==> config.mk <==
export PLATFORM = sky130hd
export DESIGN_NAME = xy_rotator_pipe
export DESIGN_NICKNAME = d
export VERILOG_FILES = /design/src/rtl/xyr_pkg.sv /design/src/rtl/xyr_stage.sv /design/src/rtl/xyr_round.sv /design/src/rtl/xy_rotator_pipe.sv
export SDC_FILE = /design/constraint.sdc
export NUM_CORES = 2
export LEC_CHECK = 0
export ABC_AREA = 1
export BUFFER_PORTS_ARGS = -buffer_cell sky130_fd_sc_hd__buf_2
export CAP_MARGIN = 20
export CORE_MARGIN = 2
export CORE_UTILIZATION = 61
export DETAILED_ROUTE_END_ITERATION = 16
export GPL_TIMING_DRIVEN = 0
export PLACE_DENSITY_LB_ADDON = 0.3
export SLEW_MARGIN = 15
export SYNTH_ARGS = -nofsm -noshare
export SYNTH_HDL_FRONTEND = slang
export SYNTH_SLANG_ARGS = --single-unit
==> constraint.sdc <==
create_clock -name clk -period 30.5 [get_ports clk]
set_clock_uncertainty 0.1 [all_clocks]
set_input_delay 0 -clock clk [delete_from_list [all_inputs] [get_ports clk]]
set_output_delay 0 -clock clk [all_outputs]
set_load 0.01 [all_outputs]
==> src/rtl/xyr_pkg.sv <==
package xyr_pkg;
  localparam int DEF_FRAC_W   = 19;
  localparam int DEF_OUT_FRAC = 14;
  localparam int DEF_FIRST    = 5;
  localparam int DEF_STAGES   = 10;

  typedef enum logic {
    ROT_CW  = 1'b0,
    ROT_CCW = 1'b1
  } rot_dir_e;
endpackage

==> src/rtl/xyr_stage.sv <==
module xyr_stage
  import xyr_pkg::*;
#(
  parameter int W     = 21,
  parameter int NDIR  = 10,
  parameter int SEL   = 0,
  parameter int SHIFT = 5
) (
  input  logic                clk,
  input  logic                rst_n,
  input  logic                valid_i,
  input  logic signed [W-1:0] x_i,
  input  logic signed [W-1:0] y_i,
  input  logic [NDIR-1:0]     dir_i,
  output logic                valid_o,
  output logic signed [W-1:0] x_o,
  output logic signed [W-1:0] y_o,
  output logic [NDIR-1:0]     dir_o
);
  localparam logic signed [W-1:0] STEP = {{(W-1){1'b0}}, 1'b1} << SHIFT;

  logic signed [W-1:0] xs, ys, x_n, y_n;
  rot_dir_e            dsel;

  always_comb begin
    dsel = rot_dir_e'(dir_i[SEL]);
    xs   = x_i >>> SHIFT;
    ys   = y_i >>> SHIFT;
    if (dsel == ROT_CCW) begin
      x_n = x_i - ys;
      y_n = y_i + xs;
    end else begin
      x_n = x_i + ys;
      y_n = y_i - xs;
    end
  end

  always_ff @(posedge clk or negedge rst_n) begin
    if (!rst_n) begin
      valid_o <= 1'b0;
      x_o     <= '0;
      y_o     <= '0;
      dir_o   <= '0;
    end else begin
      valid_o <= valid_i;
      if (valid_i) begin
        x_o   <= x_n;
        y_o   <= y_n;
        dir_o <= dir_i;
      end
    end
  end


  stage_hold_chk: assert property (@(posedge clk) disable iff (!rst_n)
    !valid_i |=> (!valid_o && $stable(x_o) && $stable(y_o)));


  ccw_raise_chk: assert property (@(posedge clk) disable iff (!rst_n)
    (valid_i && dir_i[SEL] && x_i >= STEP && y_i < 0) |=> (y_o > $past(y_i)));


  cw_lower_chk: assert property (@(posedge clk) disable iff (!rst_n)
    (valid_i && !dir_i[SEL] && x_i >= STEP && y_i > 0) |=> (y_o < $past(y_i)));
endmodule

==> src/rtl/xyr_round.sv <==
module xyr_round #(
  parameter int W    = 21,
  parameter int DROP = 5,
  parameter int OW   = 16
) (
  input  logic                 clk,
  input  logic                 rst_n,
  input  logic                 valid_i,
  input  logic signed [W-1:0]  x_i,
  input  logic signed [W-1:0]  y_i,
  output logic                 valid_o,
  output logic signed [OW-1:0] x_o,
  output logic signed [OW-1:0] y_o
);
  localparam logic signed [W-1:0] HALF = {{(W-1){1'b0}}, 1'b1} << (DROP - 1);

  logic signed [W-1:0]  xh, yh;
  logic signed [OW-1:0] x_n, y_n;

  always_comb begin
    xh  = x_i + HALF;
    yh  = y_i + HALF;
    x_n = OW'(xh >>> DROP);
    y_n = OW'(yh >>> DROP);
  end

  always_ff @(posedge clk or negedge rst_n) begin
    if (!rst_n) begin
      valid_o <= 1'b0;
      x_o     <= '0;
      y_o     <= '0;
    end else begin
      valid_o <= valid_i;
      if (valid_i) begin
        x_o <= x_n;
        y_o <= y_n;
      end
    end
  end

  logic signed [W+1:0] x_up, y_up, x_in_e, y_in_e;
  always_comb begin
    x_up   = {{(W+2-OW-DROP){x_o[OW-1]}}, x_o, {DROP{1'b0}}};
    y_up   = {{(W+2-OW-DROP){y_o[OW-1]}}, y_o, {DROP{1'b0}}};
    x_in_e = {{2{x_i[W-1]}}, x_i};
    y_in_e = {{2{y_i[W-1]}}, y_i};
  end


  round_err_chk: assert property (@(posedge clk) disable iff (!rst_n)
    valid_i |=> (($past(x_in_e) - x_up) >= -(2**(DROP-1)) &&
                 ($past(x_in_e) - x_up) <   (2**(DROP-1)) &&
                 ($past(y_in_e) - y_up) >= -(2**(DROP-1)) &&
                 ($past(y_in_e) - y_up) <   (2**(DROP-1))));


  out_hold_chk: assert property (@(posedge clk) disable iff (!rst_n)
    !valid_i |=> (!valid_o && $stable(x_o) && $stable(y_o)));
endmodule

==> src/rtl/xy_rotator_pipe.sv <==
module xy_rotator_pipe
  import xyr_pkg::*;
#(
  parameter int   FRAC_W    = DEF_FRAC_W,
  parameter int   OUT_FRAC  = DEF_OUT_FRAC,
  parameter int   FIRST_IDX = DEF_FIRST,
  parameter int   STAGES    = DEF_STAGES,
  localparam int  XY_W      = FRAC_W + 2,
  localparam int  OUT_W     = OUT_FRAC + 2
) (
  input  logic                    clk,
  input  logic                    rst_n,
  input  logic                    in_valid,
  input  logic signed [XY_W-1:0]  in_x,
  input  logic signed [XY_W-1:0]  in_y,
  input  logic [STAGES-1:0]       in_dir,
  output logic                    out_valid,
  output logic signed [OUT_W-1:0] out_cos,
  output logic signed [OUT_W-1:0] out_sin
);
  localparam int DROP = FRAC_W - OUT_FRAC;

  logic rst_meta, rst_sync_n;
  always_ff @(posedge clk or negedge rst_n) begin
    if (!rst_n) begin
      rst_meta   <= 1'b0;
      rst_sync_n <= 1'b0;
    end else begin
      rst_meta   <= 1'b1;
      rst_sync_n <= rst_meta;
    end
  end

  logic                   v_c [STAGES+1];
  logic signed [XY_W-1:0] x_c [STAGES+1];
  logic signed [XY_W-1:0] y_c [STAGES+1];
  logic [STAGES-1:0]      d_c [STAGES+1];

  always_comb begin
    v_c[0] = in_valid;
    x_c[0] = in_x;
    y_c[0] = in_y;
    d_c[0] = in_dir;
  end

  for (genvar k = 0; k < STAGES; k++) begin : g_stage
    xyr_stage #(
      .W    (XY_W),
      .NDIR (STAGES),
      .SEL  (k),
      .SHIFT(FIRST_IDX + k)
    ) u_stage (
      .clk    (clk),
      .rst_n  (rst_sync_n),
      .valid_i(v_c[k]),
      .x_i    (x_c[k]),
      .y_i    (y_c[k]),
      .dir_i  (d_c[k]),
      .valid_o(v_c[k+1]),
      .x_o    (x_c[k+1]),
      .y_o    (y_c[k+1]),
      .dir_o  (d_c[k+1])
    );
  end

  xyr_round #(
    .W   (XY_W),
    .DROP(DROP),
    .OW  (OUT_W)
  ) u_round (
    .clk    (clk),
    .rst_n  (rst_sync_n),
    .valid_i(v_c[STAGES]),
    .x_i    (x_c[STAGES]),
    .y_i    (y_c[STAGES]),
    .valid_o(out_valid),
    .x_o    (out_cos),
    .y_o    (out_sin)
  );


  reset_quiet_chk: assert property (@(posedge clk)
    !rst_sync_n |-> (!out_valid && out_cos == '0 && out_sin == '0));


  dir_follow_chk: assert property (@(posedge clk) disable iff (!rst_sync_n)
    v_c[1] |-> (d_c[1][0] == $past(in_dir[0])));
endmodule

==> key figures <==
Route
  • Drt drc: 0
  • Via density: 5.930
  • DR vias: 51126
  • Routed len/inst: 18.40 um
  • WL final: 158700 um
  • 1st-iter DRT viols: 5287
  • Post-DRT Antenna Nets: 0
  • DR pass1 iterations: 10

Timing
  • Number of setup violations in the final report: 0
  • Fin crit share: 12.50%
  • Peak Freq: 262.4 MHz
  • Setup tns final: 0 ps
  • RSZ-0062 raised after global routing: no
  • Actual slew at the worst max-slew pin: 894.5 ps
  • Slew Limit Headroom: 39.73%
  • Max-slew violation count: 0
  • Final hold viol count: 0
  • Minimum clock period: 3811 ps

Worst setup path
  • Worst Path Max Fanout: 7
  • Startpoint types: register
  • Crit path required time: 30930 ps
  • CP arrival: 4240 ps
  • Crit Path Class: register to register
  • Crit path capture type: register

Floorplanning
  • Core ar.: 78740 sq um
  • Die area: 81440 sq um
  • Chip height: 285.4 um
  • X dimension of the die: 285.4 um
  • # IOs: 88
  • Rows: 103
  • Initial Util: 61.34%

Global route
  • First-pass GRT wire length: 252500 um
  • Total grt overflow: 0
  • Antenna violations before repair: 1
  • Vias in the first global route: 48048
  • Largest net degree at the start of global routing: 62
  • All-Layer GR Usage: 38.29%

Clocking
  • Clock Tree Buf Depth: 3
  • Clock transition at path regs: 70 ps
  • CTS tree: built
  • Post CTS Setup Buffer Count: 0
  • Worst skew pair latency: 650 ps
  • Clock Sinks: 502
  • Num CTS Buffers: 57
  • Root Driver: clkbuf_16
  • H-tree level count: 2

Yosys
  • Synth Cell Area: 48300 sq um
  • Synth unique cells: 55
  • Yosys top cell by area: dfrtp_1
  • Most common library cells after synthesis: nand2_1, inv_1, nand3_1, nor2_1, dfrtp_1
  • Syn Nets: 7864
  • Share of the synthesized area in the top cell type: 26.01%
  • Syn Inst Count: 7319
  • Syn avg cell area: 6.599 sq um
  • Synth Register Bits: 502
  • Most common cell in the netlist: nand2_1
  • Yosys warning total: 0
  • Most used flip-flop cell after synthesis: dfrtp_1
  • Area contributors post-synth: dfrtp_1, nand2_1, ha_1
  • Post-synth EDFFs: 0
  • Async S/R FF share, synth: 100.0%
  • Seq/Total Area, Yosys: 26.01%

Status
  • Status: completed

Placement
  • Placer Congestion: 1.048
  • DPL Wire Length: 128800 um
  • # port buffers: 87

Final layout
  • Final Net Count: 8070
  • Layout cells sized above 1: 4.266%
  • P&R area growth vs syn: 9.485%
  • ANT cells: 0

Run
  • Max-cap violations: 0

Hold path
  • Worst Hold Class: input pin to register
cells in the final DEF, fill, tap and decap left out, types with 123 or more instances in the layout:
| master | n |
|---|---|
| inv_1 | 695 |
| nand2_1 | 2319 |
| ha_1 | 472 |
| xnor2_1 | 123 |
| nand3_1 | 595 |
| dfrtp_1 | 501 |
| xor2_1 | 173 |
| o21ai_0 | 399 |
| nor2_1 | 576 |
| a21oi_1 | 474 |
final timing paths:
check,start,end,slack (ps),cells after the start
max in group asynchronous,rst_sync_n,g_stage[0].u_stage.x_o[4],28510,3
hold reg to reg,rst_meta,rst_sync_n,250,0
setup reg to reg,g_stage[8].u_stage.x_o[18],g_stage[9].u_stage.y_o[19],26690,15
hold / removal,in_dir[1],g_stage[0].u_stage.dir_o[1],30,4
setup / recovery,g_stage[8].u_stage.x_o[18],g_stage[9].u_stage.y_o[19],26690,15
min in group asynchronous,rst_n,rst_sync_n,110,3
what timing repair did:
action	CTS	global route
resized for setup	0	0
hold buffers	52	0
hold endpoints to repair	54	0
registers in the layout (all words and copies together) (netlist names), 10 cells and up:
register and cells:
u_round.x_o 16, g_stage.u_stage.dir_o 45, u_round.y_o 16, g_stage.u_stage.y_o 206, g_stage.u_stage.valid_o 10, g_stage.u_stage.x_o 206
kinds of logic after synthesis:
family | synth area share, %
other | 0.007765
xor gates and xnor gates | 5.604
DFF | 26.01
adders and majority gates | 12.97
buffers and inverters | 6.775
AOI/OAI and AO/OA | 13.89
and+or+nand+nor | 34.74
worst max-delay path: stages (launching register included):
cell      delay [ps]
dfrtp_1          470
nor3_1           600
nand2_1          120
ha_1             300
inv_1             30
o21ai_0          460
inv_1            170
ha_1             380
inv_1            130
o21bai_1         110
a21boi_1         340
nand2_1          100
nand2_1          100
nand4_1           90
nand3_1           90
nand2_1           70
metal layers:
metal  routed length, um  GRT usage, %  up-vias
met5                  13             0        -
met2               69460         60.66     2277
met4                9094         19.71        2
met1               66680         50.94    23779
li1                    -             -    24602
met3               13420         5.664      466
layout make-up:
| cell class | instances | area (sq um) |
|---|---|---|
| multi-input cells | 5953 | 32460 |
| fillers | 7220 | 25860 |
| flip-flops and latches | 502 | 12570 |
| inverters | 726 | 2725 |
| clock buffers | 86 | 1747 |
| well taps | 1050 | 1314 |
| repair buffers | 147 | 1176 |
| plain buffers | 138 | 546.8 |
| clock inverters | 20 | 340.3 |
through the flow:
step           util, %  std cells  hold slack (ps)  area (sq um)  setup slack (ps)
6_report         67.15       8622            34.71         52880             26690
3_3_place_gp     63.56       8456           -315.0         50050             10010
5_1_grt          67.15       8622            53.16         52880             26320
2_1_floorplan        -       7319           -395.6         48300             15370
3_5_place_dp     63.84       8464           -313.1         50270             26920
4_1_cts          67.15       8622            5.830         52880             26840
Power is not shown: default switching activity piles up to over one toggle a cycle in this logic, so the estimate is an artifact.
